## src/rtl/nand_front_pkg.sv

```systemverilog
package nand_front_pkg;

  typedef enum logic [1:0] {
    OP_READ  = 2'd0,
    OP_PROG  = 2'd1,
    OP_ERASE = 2'd2
  } arrOp_e;

  typedef enum logic [1:0] {
    AREA_A = 2'd0,
    AREA_B = 2'd1,
    AREA_C = 2'd2
  } area_e;

  typedef enum logic [1:0] {
    SEL_NONE   = 2'd0,
    SEL_STATUS = 2'd1,
    SEL_ID     = 2'd2
  } outSel_e;

  typedef enum logic [2:0] {
    M_IDLE   = 3'd0,
    M_READ   = 3'd1,
    M_PROG   = 3'd2,
    M_ERASE  = 3'd3,
    M_IDADDR = 3'd4
  } mode_e;

  localparam logic [7:0] CMD_PTR_LO   = 8'h00;
  localparam logic [7:0] CMD_PTR_HI   = 8'h01;
  localparam logic [7:0] CMD_PTR_SP   = 8'h50;
  localparam logic [7:0] CMD_PROG_SET = 8'h80;
  localparam logic [7:0] CMD_PROG_GO  = 8'h10;
  localparam logic [7:0] CMD_ERASE_SET = 8'h60;
  localparam logic [7:0] CMD_ERASE_GO = 8'hD0;
  localparam logic [7:0] CMD_IDENT    = 8'h90;
  localparam logic [7:0] CMD_STATUS   = 8'h70;
  localparam logic [7:0] CMD_RESET    = 8'hFF;

  // Strobes from control to datapath, valid for one cycle
  typedef struct packed {
    logic    areaLoad;
    area_e   area;
    logic    addrWr;
    logic [2:0] addrIdx;
    logic    colLoad;
    logic    dataWr;
    logic    selLoad;
    outSel_e sel;
    arrOp_e  op;
  } ctrlStrb_t;

endpackage

```

## src/rtl/nand_front_ctrl.sv

```systemverilog
module nand_front_ctrl
  import nand_front_pkg::*;
#(
  parameter int ROW_BYTES  = 3,
  parameter int RST_CYCLES = 500
) (
  input  logic       clk,
  input  logic       rstN,
  input  logic       wrStb,
  input  logic       cmdLatch,
  input  logic       addrLatch,
  input  logic [7:0] busIn,
  input  logic       arrDone,
  input  logic       arrFail,
  output ctrlStrb_t  strb,
  output logic       busy,
  output logic       fail,
  output logic       arrReq,
  output arrOp_e     arrOp
);

  localparam int RST_W     = $clog2(RST_CYCLES + 1);
  localparam int RD_CYCLES = ROW_BYTES + 1;
  localparam logic [2:0] LAST_RD = 3'(RD_CYCLES - 1);
  localparam logic [2:0] FULL_RD = 3'(RD_CYCLES);
  localparam logic [2:0] FULL_ER = 3'(ROW_BYTES);

  mode_e            mode;
  logic [2:0]       addrCnt;
  logic             opBusy;
  arrOp_e           opQ;
  logic [RST_W-1:0] rstCnt;
  logic             failQ;

  logic cmdEv, adrEv, datEv;
  logic cmdOk, adrOk, datOk;
  logic isPtr, isReset;
  logic startRead, startProg, startErase;

  assign busy  = opBusy | (rstCnt != '0);
  assign fail  = failQ;
  assign arrReq = opBusy;
  assign arrOp  = opQ;

  assign cmdEv = wrStb & cmdLatch & ~addrLatch;
  assign adrEv = wrStb & addrLatch & ~cmdLatch;
  assign datEv = wrStb & ~cmdLatch & ~addrLatch;

  assign cmdOk = cmdEv & (~busy | (busIn == CMD_RESET) | (busIn == CMD_STATUS));
  assign adrOk = adrEv & ~busy;
  assign datOk = datEv & ~busy & (mode == M_PROG) & (addrCnt == FULL_RD);

  assign isPtr   = (busIn == CMD_PTR_LO) | (busIn == CMD_PTR_HI) | (busIn == CMD_PTR_SP);
  assign isReset = cmdOk & (busIn == CMD_RESET);

  assign startRead  = adrOk & (mode == M_READ) & (addrCnt == LAST_RD);
  assign startProg  = cmdOk & (busIn == CMD_PROG_GO) & (mode == M_PROG) & (addrCnt == FULL_RD);
  assign startErase = cmdOk & (busIn == CMD_ERASE_GO) & (mode == M_ERASE) & (addrCnt == FULL_ER);

  // Strobes toward the datapath
  always_comb begin
    strb          = '0;
    strb.op       = opQ;
    strb.areaLoad = cmdOk & (isPtr | isReset);
    unique case (busIn)
      CMD_PTR_HI: strb.area = AREA_B;
      CMD_PTR_SP: strb.area = AREA_C;
      default:    strb.area = AREA_A;
    endcase
    strb.addrWr  = adrOk & ((mode == M_READ) |
                            ((mode == M_PROG) & (addrCnt != FULL_RD)) |
                            ((mode == M_ERASE) & (addrCnt != FULL_ER)));
    strb.addrIdx = addrCnt;
    strb.colLoad = adrOk & (mode == M_PROG) & (addrCnt == LAST_RD);
    strb.dataWr  = datOk;
    if (cmdOk) begin
      strb.selLoad = 1'b1;
      strb.sel     = (busIn == CMD_STATUS) ? SEL_STATUS : SEL_NONE;
    end else if (adrOk & (mode == M_IDADDR) & (busIn == 8'h00)) begin
      strb.selLoad = 1'b1;
      strb.sel     = SEL_ID;
    end
  end

  always_ff @(posedge clk or negedge rstN) begin
    if (!rstN) begin
      mode    <= M_READ;
      addrCnt <= '0;
      opBusy  <= 1'b0;
      opQ     <= OP_READ;
      rstCnt  <= '0;
      failQ   <= 1'b0;
    end else begin
      if (rstCnt != '0) rstCnt <= rstCnt - 1'b1;

      if (opBusy && arrDone) begin
        opBusy <= 1'b0;
        if (opQ != OP_READ) failQ <= arrFail;
      end

      if (cmdOk) begin
        unique case (busIn)
          CMD_PTR_LO, CMD_PTR_HI, CMD_PTR_SP: begin
            mode    <= M_READ;
            addrCnt <= '0;
          end
          CMD_PROG_SET: begin
            mode    <= M_PROG;
            addrCnt <= '0;
          end
          CMD_ERASE_SET: begin
            mode    <= M_ERASE;
            addrCnt <= '0;
          end
          CMD_IDENT: begin
            mode    <= M_IDADDR;
            addrCnt <= '0;
          end
          CMD_STATUS: ;
          CMD_RESET: begin
            rstCnt  <= RST_W'(RST_CYCLES);
            opBusy  <= 1'b0;
            mode    <= M_READ;
            addrCnt <= '0;
          end
          default: begin
            mode    <= M_IDLE;
            addrCnt <= '0;
          end
        endcase
        if (startProg) begin
          opBusy <= 1'b1;
          opQ    <= OP_PROG;
        end
        if (startErase) begin
          opBusy <= 1'b1;
          opQ    <= OP_ERASE;
        end
      end

      if (adrOk) begin
        unique case (mode)
          M_READ: begin
            if (startRead) begin
              addrCnt <= '0;
              opBusy  <= 1'b1;
              opQ     <= OP_READ;
            end else begin
              addrCnt <= addrCnt + 1'b1;
            end
          end
          M_PROG:   if (addrCnt != FULL_RD) addrCnt <= addrCnt + 1'b1;
          M_ERASE:  if (addrCnt != FULL_ER) addrCnt <= addrCnt + 1'b1;
          M_IDADDR: mode <= M_IDLE;
          default: ;
        endcase
      end
    end
  end

endmodule

```

## src/rtl/nand_front_dpath.sv

```systemverilog
module nand_front_dpath
  import nand_front_pkg::*;
#(
  parameter int         MAIN_BYTES  = 512,
  parameter int         SPARE_BYTES = 16,
  parameter int         ROW_BYTES   = 3,
  parameter int         COL_W       = 10,
  parameter int         ROW_W       = 24,
  parameter logic [7:0] MAKER_ID    = 8'hEC,
  parameter logic [7:0] DEVICE_ID   = 8'h76
) (
  input  logic             clk,
  input  logic             rstN,
  input  ctrlStrb_t        strb,
  input  logic             rdStb,
  input  logic [7:0]       busIn,
  input  logic             busy,
  input  logic             fail,
  input  logic             wrProtN,
  output logic [7:0]       busOut,
  output logic [ROW_W-1:0] arrRow,
  output logic [COL_W-1:0] arrCol,
  output logic             pgWrEn,
  output logic [COL_W-1:0] pgCol,
  output logic [7:0]       pgData
);

  localparam int NBYTES     = ROW_BYTES + 1;
  localparam int HALF       = MAIN_BYTES / 2;
  localparam int PAGE_BYTES = MAIN_BYTES + SPARE_BYTES;
  localparam logic [7:0]       SPARE_MASK = 8'(SPARE_BYTES - 1);
  localparam logic [COL_W-1:0] BASE_B     = COL_W'(HALF);
  localparam logic [COL_W-1:0] BASE_C     = COL_W'(MAIN_BYTES);
  localparam logic [COL_W-1:0] PAGE_END   = COL_W'(PAGE_BYTES);

  area_e            area;
  logic [7:0]       addrB [NBYTES];
  logic [COL_W-1:0] startCol;
  logic [COL_W-1:0] colPtr;
  outSel_e          sel;
  logic [1:0]       idIdx;
  logic [ROW_W-1:0] rowRd, rowEr;

  // Address byte store
  always_ff @(posedge clk or negedge rstN) begin
    if (!rstN) begin
      for (int i = 0; i < NBYTES; i++) addrB[i] <= 8'h00;
    end else if (strb.addrWr) begin
      for (int i = 0; i < NBYTES; i++)
        if (strb.addrIdx == 3'(i)) addrB[i] <= busIn;
    end
  end

  // Row assembly: reads and programs skip the column byte, erase does not
  for (genvar k = 0; k < ROW_BYTES; k++) begin : g_row
    assign rowRd[k*8 +: 8] = addrB[k+1];
    assign rowEr[k*8 +: 8] = addrB[k];
  end

  always_comb begin
    unique case (area)
      AREA_B:  startCol = BASE_B + COL_W'(addrB[0]);
      AREA_C:  startCol = BASE_C + COL_W'(addrB[0] & SPARE_MASK);
      default: startCol = COL_W'(addrB[0]);
    endcase
  end

  assign arrRow = (strb.op == OP_ERASE) ? rowEr : rowRd;
  assign arrCol = (strb.op == OP_ERASE) ? '0 : startCol;

  always_ff @(posedge clk or negedge rstN) begin
    if (!rstN) area <= AREA_A;
    else if (strb.areaLoad) area <= strb.area;
  end

  // Program data forwarding
  always_ff @(posedge clk or negedge rstN) begin
    if (!rstN) begin
      colPtr <= '0;
      pgWrEn <= 1'b0;
      pgCol  <= '0;
      pgData <= 8'h00;
    end else begin
      pgWrEn <= 1'b0;
      if (strb.colLoad) begin
        colPtr <= startCol;
      end else if (strb.dataWr && (colPtr < PAGE_END)) begin
        pgWrEn <= 1'b1;
        pgCol  <= colPtr;
        pgData <= busIn;
        colPtr <= colPtr + 1'b1;
      end
    end
  end

  // Read-strobe output
  always_ff @(posedge clk or negedge rstN) begin
    if (!rstN) begin
      sel    <= SEL_NONE;
      idIdx  <= '0;
      busOut <= 8'h00;
    end else begin
      if (strb.selLoad) begin
        sel <= strb.sel;
        if (strb.sel == SEL_ID) idIdx <= '0;
      end
      if (rdStb) begin
        unique case (sel)
          SEL_STATUS: busOut <= {wrProtN, ~busy, 5'b00000, fail};
          SEL_ID: begin
            unique case (idIdx)
              2'd0:    busOut <= MAKER_ID;
              2'd1:    busOut <= DEVICE_ID;
              default: busOut <= 8'h00;
            endcase
            if (idIdx != 2'd2) idIdx <= idIdx + 1'b1;
          end
          default: busOut <= 8'h00;
        endcase
      end
    end
  end

endmodule

```

## src/rtl/nand_cmd_front.sv

```systemverilog
module nand_cmd_front
  import nand_front_pkg::*;
#(
  parameter int         MAIN_BYTES  = 512,
  parameter int         SPARE_BYTES = 16,
  parameter int         ROW_BYTES   = 3,
  parameter int         RST_CYCLES  = 500,
  parameter logic [7:0] MAKER_ID    = 8'hEC,
  parameter logic [7:0] DEVICE_ID   = 8'h76,
  localparam int        PAGE_BYTES  = MAIN_BYTES + SPARE_BYTES,
  localparam int        COL_W       = $clog2(PAGE_BYTES + 1),
  localparam int        ROW_W       = ROW_BYTES * 8
) (
  input  logic             clk,
  input  logic             rstN,
  input  logic             wrStb,
  input  logic             cmdLatch,
  input  logic             addrLatch,
  input  logic             rdStb,
  input  logic [7:0]       busIn,
  input  logic             wrProtN,
  output logic [7:0]       busOut,
  output logic             rdyBsy,
  output logic             arrReq,
  output logic [1:0]       arrOp,
  output logic [ROW_W-1:0] arrRow,
  output logic [COL_W-1:0] arrCol,
  input  logic             arrDone,
  input  logic             arrFail,
  output logic             pgWrEn,
  output logic [COL_W-1:0] pgCol,
  output logic [7:0]       pgData
);

  ctrlStrb_t strb;
  logic      busy;
  logic      fail;
  arrOp_e    opQ;

  nand_front_ctrl #(
    .ROW_BYTES  (ROW_BYTES),
    .RST_CYCLES (RST_CYCLES)
  ) u_ctrl (
    .clk       (clk),
    .rstN      (rstN),
    .wrStb     (wrStb),
    .cmdLatch  (cmdLatch),
    .addrLatch (addrLatch),
    .busIn     (busIn),
    .arrDone   (arrDone),
    .arrFail   (arrFail),
    .strb      (strb),
    .busy      (busy),
    .fail      (fail),
    .arrReq    (arrReq),
    .arrOp     (opQ)
  );

  nand_front_dpath #(
    .MAIN_BYTES  (MAIN_BYTES),
    .SPARE_BYTES (SPARE_BYTES),
    .ROW_BYTES   (ROW_BYTES),
    .COL_W       (COL_W),
    .ROW_W       (ROW_W),
    .MAKER_ID    (MAKER_ID),
    .DEVICE_ID   (DEVICE_ID)
  ) u_dpath (
    .clk     (clk),
    .rstN    (rstN),
    .strb    (strb),
    .rdStb   (rdStb),
    .busIn   (busIn),
    .busy    (busy),
    .fail    (fail),
    .wrProtN (wrProtN),
    .busOut  (busOut),
    .arrRow  (arrRow),
    .arrCol  (arrCol),
    .pgWrEn  (pgWrEn),
    .pgCol   (pgCol),
    .pgData  (pgData)
  );

  assign rdyBsy = ~busy;
  assign arrOp  = opQ;

endmodule

```

## config.mk

```make
export PLATFORM = sky130hd
export DESIGN_NAME = nand_cmd_front
export DESIGN_NICKNAME = d
export VERILOG_FILES = /design/src/rtl/nand_front_pkg.sv /design/src/rtl/nand_front_ctrl.sv /design/src/rtl/nand_front_dpath.sv /design/src/rtl/nand_cmd_front.sv
export SDC_FILE = /design/constraint.sdc
export NUM_CORES = 1
export LEC_CHECK = 0
export BUFFER_PORTS_ARGS = -buffer_cell sky130_fd_sc_hd__buf_2
export CAP_MARGIN = 30
export CORE_UTILIZATION = 50
export CTS_BUF_LIST = sky130_fd_sc_hd__clkbuf_2 sky130_fd_sc_hd__clkbuf_4 sky130_fd_sc_hd__clkbuf_8
export CTS_CLUSTER_SIZE = 28
export DETAILED_ROUTE_END_ITERATION = 16
export PLACE_DENSITY = 0.72
export SYNTH_ARGS = -nofsm -noshare
export SYNTH_HDL_FRONTEND = slang
export SYNTH_SLANG_ARGS = --single-unit
```

## constraint.sdc

```tcl
create_clock -name clk -period 3.2 [get_ports clk]
set_input_delay 0.64 -clock clk [delete_from_list [all_inputs] [get_ports clk]]
set_output_delay 0.64 -clock clk [all_outputs]
set_load 0.1 [all_outputs]
```

# After elaboration in Yosys (flattened, before gate mapping)
# Cells that the tools add are included.
totals:
  regBits: 94
  out_inout_bits: 65
  wordCells: 153
op_classes:
  n_addsub: 6
  magnitude_cmp: 1
  eq_ne: 27
  mux: 46
  bitwise: 40
  reduce_logical: 15
op_table:
  columns: ["op", "n"]
  rows:
  - ["two-way mux 3 bit", 11]
  - ["== test 8 bit, second input constant", 4]
  - ["case mux 8 bit (2 select lines)", 2]
  - ["two-way mux 10 bit", 3]
  - ["AND 1 bit", 28]
  - ["two-way mux 9 bit", 3]
  - ["== test 8 x 7 -> 1 bit, second input constant", 3]
  - ["two-way mux 24 bit", 1]
  - ["two-way mux 2 bit", 11]
  - ["case mux 10 bit (2 select lines)", 1]
  - ["case mux 3 bit (5 select lines)", 1]
  - ["== test 3 x 2 -> 1 bit, second input constant", 4]
  - ["AND reduction 2 bit", 6]
  - ["two-way mux 1 bit", 11]
  - ["adder 10 x 1 -> 10 bit, second input constant", 1]
  - ["adder 10 x 4 -> 10 bit, first input constant", 1]
  - ["adder 9 x 8 -> 10 bit, first input constant", 1]
  - ["< comparator 10 bit, second input constant", 1]
  - ["case mux 3 bit (3 select lines)", 1]
  - ["nonzero test 9 bit", 1]
  - ["subtractor 9 x 1 -> 9 bit, second input constant", 1]
  - ["== test 2 bit, second input constant", 4]
  - ["== test 8 x 1 -> 1 bit, second input constant", 1]
  - ["== test 8 x 5 -> 1 bit, second input constant", 1]
  - ["17 further kinds", 33]

# Longest topological paths before layout
# Gate-level depths: netlist of run 1.
depth:
  word_depth: 15
  depth_mapped: 9
  ltp_nobuf: 8

# Modules after synthesis
# From an unflattened synthesis of run 1, not the netlist that was laid out.
hier_totals:
  hier_cells: 428
  hier_area_um2: 4865.9
modules_own_cells:
  columns: ["module", "n_inst", "cells_per_inst", "area_per_inst_um2", "seq_area_each_um2"]
  rows:
  - ["nand_front_dpath", 1, 280, 3508.4, 1826.8]
  - ["nand_front_ctrl", 1, 147, 1353.8, 476.7]
  - ["nand_cmd_front", 1, 1, 3.8, 0.0]

# Worst setup path after synthesis of run 1
# Ideal clock, no wire load.
synth_path:
  path_type: "reg-to-output"
  from: "register u_ctrl.opQ[1] (netlist: u_ctrl.arrOp[1])"
  to: "output port arrCol[0]"
  arrival_ns: 2.100
  slack_ns: 0.460
  path_stages_with_launch: 4
  n_path_buf: 1
  cell_sequence: "dfrtp_1 > nor2b_1 > clkbuf_1 > nor2b_1"
synth_via:
  elab_chain_len: 2
synth_rtl:
  columns: ["item", "line_no", "rtl"]
  rows:
  - ["start, declared", "nand_front_ctrl.sv:31", "arrOp_e opQ;"]
  - ["start signal, assigned", "nand_front_ctrl.sv:90", "opQ <= OP_READ;"]
  - ["start signal, assigned", "nand_front_ctrl.sv:133", "opQ <= OP_PROG;"]
  - ["start signal, assigned", "nand_front_ctrl.sv:137", "opQ <= OP_ERASE;"]
  - ["== test 2 bit", "nand_front_dpath.sv:69", "assign arrCol = (strb.op == OP_ERASE) ? '0 : startCol;"]
  - ["two-way mux 10 bit", "nand_front_dpath.sv:69", null]
  - ["end, declared", "nand_cmd_front.sv:27", "output logic [COL_W-1:0] arrCol,"]
# No other way between the ends.

# Worst setup path after layout of run 1
layout_path:
  from: "register u_ctrl.rstCnt[0]"
  to: "output port rdyBsy"
layout_via:
  elab_chain_len: 3
layout_rtl:
  columns: ["item", "line_no", "rtl"]
  rows:
  - ["start, declared", "nand_front_ctrl.sv:32", "logic [RST_W-1:0] rstCnt;"]
  - ["start signal, assigned", "nand_front_ctrl.sv:94", "if (rstCnt != '0) rstCnt <= rstCnt - 1'b1;"]
  - ["start signal, assigned", "nand_front_ctrl.sv:121", "rstCnt <= RST_W'(RST_CYCLES);"]
  - ["nonzero test 9 bit", "nand_front_ctrl.sv:40", "assign busy = opBusy | (rstCnt != '0);"]
  - ["OR 1 bit", "nand_front_ctrl.sv:40", null]
  - ["NOT 1 bit", "nand_cmd_front.sv:84", "assign rdyBsy = ~busy;"]
  - ["end, declared", "nand_cmd_front.sv:23", "output logic rdyBsy,"]
# No other way between the ends.

==> impl_metrics.py, run 1 <==
metrics = {
    "synthesis": {
        "synth_seq_cells": 92,
        "seq_area_frac_synth": 0.4669,
        "yosys_warnings": 0,
        "syn_nets": 502,
        "syn_inst": 472,
        "synth_edf_count": 0,
        "synth_cell_types": 64,
        "synth_area_um2": 4933,
        "synth_top_cell_area_share": 0.4616,
        "synth_flop_cell": "dfrtp_1",
        "yosys-top-cells-count": "91 x dfrtp_1, 71 x nand2_1, 62 x mux2_2",
        "synth_top_area_cell": "dfrtp_1",
        "async_flop_share": 1.000,
        "synthTopCellsByArea": "dfrtp_1 46%, mux2_2 14%, nand2_1 5.4%",
        "avgSynthCellArea_um2": 10.45,
        "yosysMostFrequentCell": "dfrtp_1",
    },
    "clocking": {
        "ctsLongestPathBuffers": 2,
        "clk_latency_ns": 0.37,
        "cts_buffers": 9,
        "cts_htree_levels": 3,
        "cts_tree": "yes",
        "clkSinkCount": 92,
        "root_buffer": "clkbuf_8",
        "clk_pin_slew_ns": 0.10,
        "cts_setup_buffers": 0,
    },
    "setup_path": {
        "worst_r2r_endpoint": "u_dpath.addrB[22]",
        "crit_arrival_ns": 2.40,
        "crit_type": "reg2out",
        "r2r-start": "u_ctrl.rstCnt[0]",
        "rrSetupSlack_ns": 0.47,
        "crit_path_start": "u_ctrl.rstCnt[0]",
        "crit_end": "rdyBsy",
        "cp_max_fo": 6,
        "setup.worst_path.start_class": "flip-flop",
        "r2r_cells": 7,
        "worstPathRequired_ns": 2.56,
        "endpoint_kind": "output pin",
    },
    "power_and_ir_drop": {
        "switching_share": 0.3744,
        "power.density_nw_per_um2": 493.6,
        "clkPwrFrac": 0.273,
        "pwr-share-comb": 0.244,
        "switchingPower_mw": 1.051,
        "intPower_mw": 1.757,
        "p_leak_nw": 2.915,
        "ir_worst_vdd_mv": 0.3528,
        "pwr-share-seq": 0.483,
    },
    "floorplanning": {
        "pin_count": 82,
        "initial_core_util": 0.5240,
        "core_um2": 9415,
        "die_w_um": 101.3,
        "dieArea_um2": 10270,
        "fp-row-count": 35,
        "die_h_um": 101.3,
    },
    "detailed_routing": {
        "antenna_left": 0,
        "dr.pass1.iters": 5,
        "wirelength_mm": 11.59,
        "drt_iter0_markers": 345,
        "post-route-drc-count": 0,
        "wl_per_cell_um": 16.82,
        "vias": 3917,
        "vias_per_cell": 5.685,
    },
    "place": {
        "placed_cell_area_um2": 5490,
        "hpwl_mm": 8.601,
        "portBuffers": 81,
        "gp_congestion": 0.9044,
    },
    "global_routing": {
        "grt.overflow.total": 0,
        "grt_pass1_wl_mm": 19.12,
        "grt_pass1_vias": 3814,
        "grt_max_degree": 45,
        "antenna_found_initial": 0,
        "grt_usage": 0.2427,
    },
    "cells_and_area": {
        "layout-area-overhead-vs-synth_pct": 15.32,
        "design_area_um2": 5689,
        "nNetsFinal": 585,
        "antenna_cells": 0,
        "drive_gt1_frac": 0.3304,
        "fillers": 813,
        "seqCellArea_um2": 2303,
        "multi_input_area_um2": 2452,
    },
    "timing": {
        "finalCritPeriodShare": 0.9505,
        "slew_headroom": 0.5570,
        "fmax_ghz": 0.3288,
        "setup_tns_ns": 0,
        "fin_crit_ns": 3.042,
        "worst_clock_skew_ns": 0.01716,
        "rsz0062_at_grt": "no",
        "finalHoldViolations": 0,
        "worstMarginPinSlew_ns": 0.6595,
        "maxSlewViolCount": 0,
        "finalSetupViolCount": 0,
    },
    "job": {
        "max_cap_viol_count": 0,
    },
    "min_path": {
        "hold_path.class": "in2async",
    },
    "run_status": {
        "outcome": "finished, final reports clean",
    },
}
cell type report:
type | instances | share of cell area
Timing Repair Buffer | 91 | 0.08599
Tap cell | 129 | 0.02837
Multi-Input combinational cell | 337 | 0.4311
Inverter | 24 | 0.01583
Clock inverter | 6 | 0.009677
Sequential cell | 92 | 0.4049
Clock buffer | 10 | 0.02419
kinds of logic (layout without fill, tap and decap cells):
group,after synthesis,after routing,share of synthesized area
mux,63,63,0.1435
compound gates,65,65,0.09130
simple gates,191,191,0.2199
xor+xnor,5,5,0.008878
fa+ha+maj,13,13,0.03297
buf+inv,43,131,0.03652
flops,92,92,0.4669
critical path: stages (launching register included):
cell     delay, ns
dfrtp_1       0.43
inv_1         0.12
ha_1          0.22
or4b_1        0.50
or3_1         0.38
inv_2         0.14
buf_6         0.24
flip-flops by register name (all words and copies together), names as in the netlist, 3 cells and up:
signal and flops:
u_ctrl.addrCnt 3, u_dpath.colPtr 10, u_dpath.pgData 8, u_ctrl.rstCnt 9
u_dpath.pgCol 10, u_dpath.busOut 6, u_ctrl.mode 3, u_dpath.addrB 32
worst min path at each step:
stage,depth (start not counted),slack (ns),startpoint,endpoint
final,1,0.26,rstN,u_dpath.busOut[7]
after global routing,1,0.28,rstN,u_dpath.busOut[7]
after CTS,1,0.28,rstN,u_dpath.busOut[4]
after detailed placement,2,0.45,u_dpath.pgCol[4],u_dpath.pgCol[4]
after global placement,2,0.44,u_dpath.pgCol[5],u_dpath.pgCol[5]
after floorplan,0,0.34,rstN,u_ctrl.addrCnt[0]
through the flow:
step	hold WS, ns	utilization	setup slack [ns]	total power, mW	cells
global placement	0.4439	0.5831	0.4434	2.045	673
finish	0.2556	0.6043	0.1583	2.808	689
detailed placement	0.4512	0.5831	0.3904	2.066	673
global route	0.2810	0.6043	0.03085	2.955	689
CTS	0.2816	0.6039	0.1034	2.829	689
floorplan	0.3444	-	0.4597	1.919	472
per-layer routing:
metal | GRT usage | share of wire
met5 | 0 | 0
met4 | 0.09365 | 0.020
met3 | 0.04003 | 0.041
met2 | 0.3909 | 0.49
met1 | 0.3300 | 0.45
what timing repair did:
action,in CTS,in global routing
endpoints found under the setup margin,1,1
resized for setup,1,1
hold buffers,0,0
hold endpoints to repair,0,0
power groups by stage:
stage,sequential [mW],combinational (mW),clock (mW)
after global placement,1.37,0.674,0
after CTS,1.36,0.689,0.784
after global routing,1.37,0.744,0.838
final,1.36,0.685,0.767
after detailed placement,1.38,0.686,0
after floorplan,1.55,0.372,0
layout by cell type, fill, tap and decap left out, drive strengths merged, types with 3 or more instances in the layout:
master / count
dfrtp: 91
buf: 91
nand2: 71
mux2: 62
inv: 27
o21ai: 20
nor2: 16
nand3: 16
ha: 13
nand4: 12
nor2b: 11
clkbuf: 10
nor3: 9
nor3b: 9
a21oi: 8
and3: 7
and2: 6
o211ai: 6
and4: 5
nor4: 4
nand2b: 4
or3: 3
o22ai: 3
a211o: 3
xor2: 3
a32oi: 3
or4: 3
nor4b: 3
(Power assumes the default switching activity.)
==> run 2, diff against run 1 <==
Clock period 3.2 ns to 3.07 ns, I/O delays scaled along.
==> impl_metrics.py, run 2 (synthesized netlist as in run 1, its figures left out) <==
metrics = {
    "clocking": {
        "cts_hold_buf": 0,
        "cts_htree_levels": 3,
        "clk_latency_ns": 0.37,
        "cts_tree": "yes",
        "clk_pin_slew_ns": 0.11,
        "cts_setup_buffers": 0,
        "root_buffer": "clkbuf_8",
        "cts_resized": 0,
        "ctsLongestPathBuffers": 2,
        "cts_buffers": 9,
        "clkSinkCount": 92,
    },
    "timing": {
        "maxSlewViolCount": 0,
        "finalCritPeriodShare": 0.9574,
        "finalSetupViolCount": 0,
        "setup_slack_ns": 0.1309,
        "fmax_ghz": 0.3402,
        "worst_clock_skew_ns": 0.01723,
        "finalHoldViolations": 0,
        "setup_tns_ns": 0,
        "hold_slack_ns": 0.1921,
        "rsz0062_at_grt": "no",
        "worstMarginPinSlew_ns": 0.6356,
        "slew_headroom": 0.5723,
        "fin_crit_ns": 2.939,
    },
    "power_and_ir_drop": {
        "p_leak_nw": 2.941,
        "power.density_nw_per_um2": 521.9,
        "pwr-share-seq": 0.471,
        "clkPwrFrac": 0.292,
        "pwr-share-comb": 0.237,
        "switchingPower_mw": 1.108,
        "intPower_mw": 1.899,
        "ir_worst_vdd_mv": 0.3283,
        "switching_share": 0.3684,
    },
    "detailed_routing": {
        "antenna_left": 0,
        "wl_per_cell_um": 16.15,
        "dr.pass1.iters": 4,
        "vias": 3900,
        "post-route-drc-count": 0,
        "vias_per_cell": 5.652,
        "drt_iter0_markers": 216,
        "wirelength_mm": 11.15,
    },
    "setup_path": {
        "cp_max_fo": 6,
        "crit_type": "reg2out",
        "crit_end": "rdyBsy",
        "r2r-start": "u_ctrl.rstCnt[3]",
        "worst_r2r_endpoint": "u_dpath.addrB[14]",
        "setup.worst_path.start_class": "flip-flop",
        "endpoint_kind": "output pin",
        "crit_chain": "inv_1, ha_1, or4b_1, or3_4, inv_4, buf_12",
        "crit_arrival_ns": 2.33,
        "worstPathRequired_ns": 2.46,
        "r2r_cells": 5,
        "rrSetupSlack_ns": 0.32,
        "critPathSlowestCell": "or4b_1",
        "crit_path_max_incr_delay_ns": 0.52,
        "crit_path_start": "u_ctrl.rstCnt[0]",
    },
    "run_status": {
        "outcome": "finished, final reports clean",
    },
    "place": {
        "dp_slack_ns": 0.3800,
        "gp_congestion": 0.9134,
        "portBuffers": 81,
        "dp_cells": 674,
        "hpwl_mm": 8.228,
        "placed_cell_area_um2": 5538,
    },
    "floorplanning": {
        "pin_count": 82,
        "die_h_um": 101.3,
        "fp-row-count": 35,
        "initial_core_util": 0.5240,
        "dieArea_um2": 10270,
        "core_um2": 9415,
        "die_w_um": 101.3,
    },
    "cells_and_area": {
        "antenna_cells": 0,
        "seqCellArea_um2": 2303,
        "nNetsFinal": 586,
        "layout-area-overhead-vs-synth_pct": 16.79,
        "design_area_um2": 5762,
        "drive_gt1_frac": 0.3333,
        "largest_reg_flops": 32,
        "regMostFlops": "u_dpath.addrB",
        "reg_top3": "u_dpath.addrB (32), u_dpath.colPtr (10), u_dpath.pgCol (10)",
        "instances_no_fill": 690,
        "final_cell_mix": "91 x dfrtp_1, 79 x buf_2, 71 x nand2_1",
        "fillers": 822,
        "final_common_cell": "dfrtp_1",
        "multi_input_area_um2": 2457,
    },
    "global_routing": {
        "grt_pass1_vias": 3773,
        "grt_usage": 0.2375,
        "grt.overflow.total": 0,
        "antenna_found_initial": 0,
        "grt_max_degree": 55,
        "grt_pass1_wl_mm": 18.70,
    },
    "job": {
        "max_cap_viol_count": 0,
    },
    "min_path": {
        "hold_path.class": "in2async",
    },
}
==> run 2: changes by cell type in the layout (fill, tap and decap cells not counted) <==
cell       previous run  this run
clkbuf_8             10         9
buf_4                11        10
inv_2                 1         0
inv_4                 0         1
buf_12                0         3
bufinv_16             0         1
or3_1                 3         2
clkinv_4              1         0
buf_6                 1         0
clkinv_8              0         1
or3_4                 0         1
==> run 2: worst min-delay path by stage <==
stage,slack [ns],startpoint,endpoint,depth (start not counted)
CTS,0.22,rstN,u_dpath.busOut[5],1
finish,0.19,rstN,u_dpath.busOut[5],1
global placement,0.44,u_dpath.pgCol[6],u_dpath.pgCol[6],2
floorplan,0.32,rstN,u_ctrl.addrCnt[0],0
global route,0.23,rstN,u_dpath.busOut[7],1
detailed placement,0.45,u_dpath.pgData[3],u_dpath.pgData[3],2
==> run 2: cell type report <==
cell class,instances,share of cell area
Multi-Input combinational cell,337,0.4265
Sequential cell,92,0.3998
Timing Repair Buffer,92,0.09207
Tap cell,129,0.02801
Clock buffer,9,0.02150
Clock inverter,7,0.01607
Inverter,24,0.01607
==> run 2: critical path, delay by kind of cell, from the launching register on <==
kind	cells	cell delay [ns]
AND/OR/NAND/NOR	2	0.91
flip-flops	1	0.42
buffers and inverters	3	0.42
adder cells (fa/ha/maj)	1	0.22
==> run 2: metrics by stage <==
stage	power, mW	util
6_report	3.007	0.6120
4_1_cts	3.026	0.6112
3_5_place_dp	2.152	0.5882
2_1_floorplan	2.000	-
3_3_place_gp	2.134	0.5882
5_1_grt	3.154	0.6120
==> run 2: power by group through the flow <==
stage          clock (mW)  sequential, mW  combinational, mW
4_1_cts             0.894            1.42              0.717
2_1_floorplan           0            1.61              0.387
3_3_place_gp            0            1.43              0.705
3_5_place_dp            0            1.44              0.714
5_1_grt             0.945            1.44              0.773
6_report            0.877            1.42              0.714
==> run 2: per-layer routing <==
layer,share of wire,routed length (µm),global-route usage,vias to the layer above
met1,0.45,5062,0.3266,1902
met5,0,0,0,-
li1,-,-,-,1874
met4,0.016,177,0.07915,0
met3,0.049,549,0.04141,14
met2,0.48,5356,0.3820,110
==> run 3, diff against run 2 <==
Settings changed: ABC_AREA set to 1.
==> impl_metrics.py, run 3 <==
metrics = {
    "timing": {
        "setup_slack_ns": 0.3964,
        "slew_headroom": 0.5244,
        "rsz0062_at_grt": "no",
        "worst_clock_skew_ns": 0.007975,
        "fin_crit_ns": 2.674,
        "finalCritPeriodShare": 0.8709,
        "finalSetupViolCount": 0,
        "maxSlewViolCount": 0,
        "finalHoldViolations": 0,
        "fmax_ghz": 0.3740,
        "worstMarginPinSlew_ns": 0.7134,
    },
    "cells_and_area": {
        "fin_util": 0.5904,
        "reg_top3": "u_dpath.addrB (32), u_dpath.colPtr (10), u_dpath.pgCol (10)",
        "final_cell_mix": "179 x nand2_1, 91 x dfrtp_1, 85 x inv_1",
        "layout-area-overhead-vs-synth_pct": 14.58,
        "final_common_cell": "nand2_1",
        "antenna_cells": 0,
        "largest_reg_flops": 32,
        "drive_gt1_frac": 0.1995,
        "regMostFlops": "u_dpath.addrB",
        "nNetsFinal": 758,
        "instances_no_fill": 865,
    },
    "power_and_ir_drop": {
        "ir_worst_vdd_mv": 0.2728,
        "p_leak_nw": 2.966,
        "pwr-share-comb": 0.174,
        "switchingPower_uw": 864.6,
        "clkPwrFrac": 0.360,
        "pwr-share-seq": 0.467,
        "switching_share": 0.3113,
        "intPower_mw": 1.913,
        "power.density_nw_per_um2": 481.3,
    },
    "synthesis": {
        "synth_area_um2": 5036,
        "yosys_warnings": 0,
        "syn_nets": 682,
        "yosys-top-cells-count": "179 x nand2_1, 91 x dfrtp_1, 85 x inv_1",
        "synth_edf_count": 0,
        "synth_seq_cells": 92,
        "synth_top_area_cell": "dfrtp_1",
        "syn_inst": 652,
        "synth_top_cell_area_share": 0.4522,
        "avgSynthCellArea_um2": 7.724,
        "seq_area_frac_synth": 0.4574,
        "yosysMostFrequentCell": "nand2_1",
        "synth_flop_cell": "dfrtp_1",
        "async_flop_share": 1.000,
        "synth_cell_types": 32,
        "synthTopCellsByArea": "dfrtp_1 45%, nand2_1 13%, o21ai_0 8.3%",
    },
    "clocking": {
        "cts_htree_levels": 3,
        "cts_hold_buf": 0,
        "cts_tree": "yes",
        "ctsLongestPathBuffers": 2,
        "clk_latency_ns": 0.37,
        "clkSinkCount": 92,
        "cts_resized": 0,
        "cts_setup_buffers": 0,
        "cts_buffers": 9,
        "clk_pin_slew_ns": 0.09,
        "root_buffer": "clkbuf_8",
    },
    "global_routing": {
        "grt_max_degree": 58,
        "grt_pass1_vias": 4209,
        "grt.overflow.total": 0,
        "antenna_found_initial": 0,
        "grt_pass1_wl_mm": 19.69,
        "grt_usage": 0.2467,
    },
    "place": {
        "dp_slack_ns": 0.7675,
        "gp_congestion": 0.8919,
        "portBuffers": 81,
        "hpwl_mm": 9.060,
        "dp_cells": 850,
    },
    "floorplanning": {
        "die_w_um": 102.4,
        "core_um2": 9774,
        "pin_count": 82,
        "initial_core_util": 0.5152,
        "dieArea_um2": 10480,
        "fp-row-count": 36,
        "die_h_um": 102.4,
    },
    "detailed_routing": {
        "wl_per_cell_um": 13.68,
        "post-route-drc-count": 0,
        "vias_per_cell": 5.136,
        "vias": 4443,
        "drt_iter0_markers": 202,
        "dr.pass1.iters": 5,
        "antenna_left": 0,
        "wirelength_mm": 11.83,
    },
    "setup_path": {
        "endpoint_kind": "output pin",
        "crit_path_start": "u_ctrl.rstCnt[0]",
        "setup.worst_path.start_class": "flip-flop",
        "crit_arrival_ns": 2.06,
        "r2r_cells": 11,
        "crit_type": "reg2out",
        "cp_max_fo": 8,
        "worstPathRequired_ns": 2.46,
        "r2r-start": "u_ctrl.rstCnt[0]",
    },
    "job": {
        "max_cap_viol_count": 0,
    },
    "min_path": {
        "hold_path.class": "in2async",
    },
    "run_status": {
        "outcome": "finished, final reports clean",
    },
}
[run 3: changes by cell type after synthesis, moves of 7 or more]
cell     before  now
nand2_1      71  179
o21ai_0      20   84
inv_1        23   85
mux2_2       62    1
nand3_1      16   46
nor2_1       16   38
nor2b_1      11    0
nand2_2       0    9
nor2_4        0    9
inv_2         1    9
and3_1        7    0
o21ai_1       0    7
[run 3: worst max-delay path, cell delays in order (launching register included)]
cell and delay [ns]:
dfrtp_1 0.41, inv_1 0.09, ha_1 0.14, nand2_1 0.08, nor2_4 0.14, nand2_2 0.15, nor2_4 0.21, buf_2 0.46
[run 3: worst paths after layout]
check,to,slack (ns)
max in group asynchronous,u_ctrl.mode[0],2.02
worst max-delay path,rdyBsy,0.40
worst min-delay path,u_dpath.addrB[2],0.28
min in group clk,u_ctrl.fail,0.47
worst max register to register,u_dpath.colPtr[6],0.82
worst min register to register,u_dpath.pgCol[4],0.48
[run 3: layout make-up]
cell class | instances | area [µm²]
clock buffers | 11 | 145.1
flip-flops and latches | 92 | 2303
inverters | 95 | 356.6
fillers | 948 | 4004
repair buffers | 87 | 452.9
multi-input cells | 443 | 2248
well taps | 133 | 166.4
clock inverters | 4 | 97.59
[run 3: cell families after synthesis]
family | share of synthesized area
DFF | 0.4574
xor gates and xnor gates | 0.01391
adders and majority gates | 0.03230
muxes | 0.002236
AOI/OAI and AO/OA | 0.1039
buffers and inverters | 0.09863
and+or+nand+nor | 0.2917
[run 3: metrics by stage]
step                power [mW]  hold slack, ns  cell area, µm²  setup TNS (ns)
CTS                      2.796          0.3060            5771               0
detailed placement       1.803          0.4621            5528               0
global route             2.887          0.3313            5771               0
finish                   2.777          0.2813            5771               0
floorplan                1.701          0.3184            5046          -5.345
global placement         1.794          0.4596            5528               0
[run 3: routing by layer]
| metal | share of wire | global-route usage | wire length, µm | up-vias |
|---|---|---|---|---|
| met2 | 0.48 | 0.4078 | 5706 | 115 |
| met3 | 0.038 | 0.03625 | 445 | 19 |
| li1 | - | - | - | 2213 |
| met1 | 0.46 | 0.3243 | 5495 | 2096 |
| met4 | 0.016 | 0.1044 | 187 | 0 |
| met5 | 0 | 0 | 0 | - |
[run 3: power by group through the flow]
stage                     Clock, mW  Combinational, mW  Sequential (mW)
after floorplan                   0              0.205             1.50
after global placement            0              0.477             1.32
after detailed placement          0              0.484             1.32
after CTS                      1.02              0.485             1.30
after global routing           1.07              0.519             1.30
final                         0.999              0.483             1.30
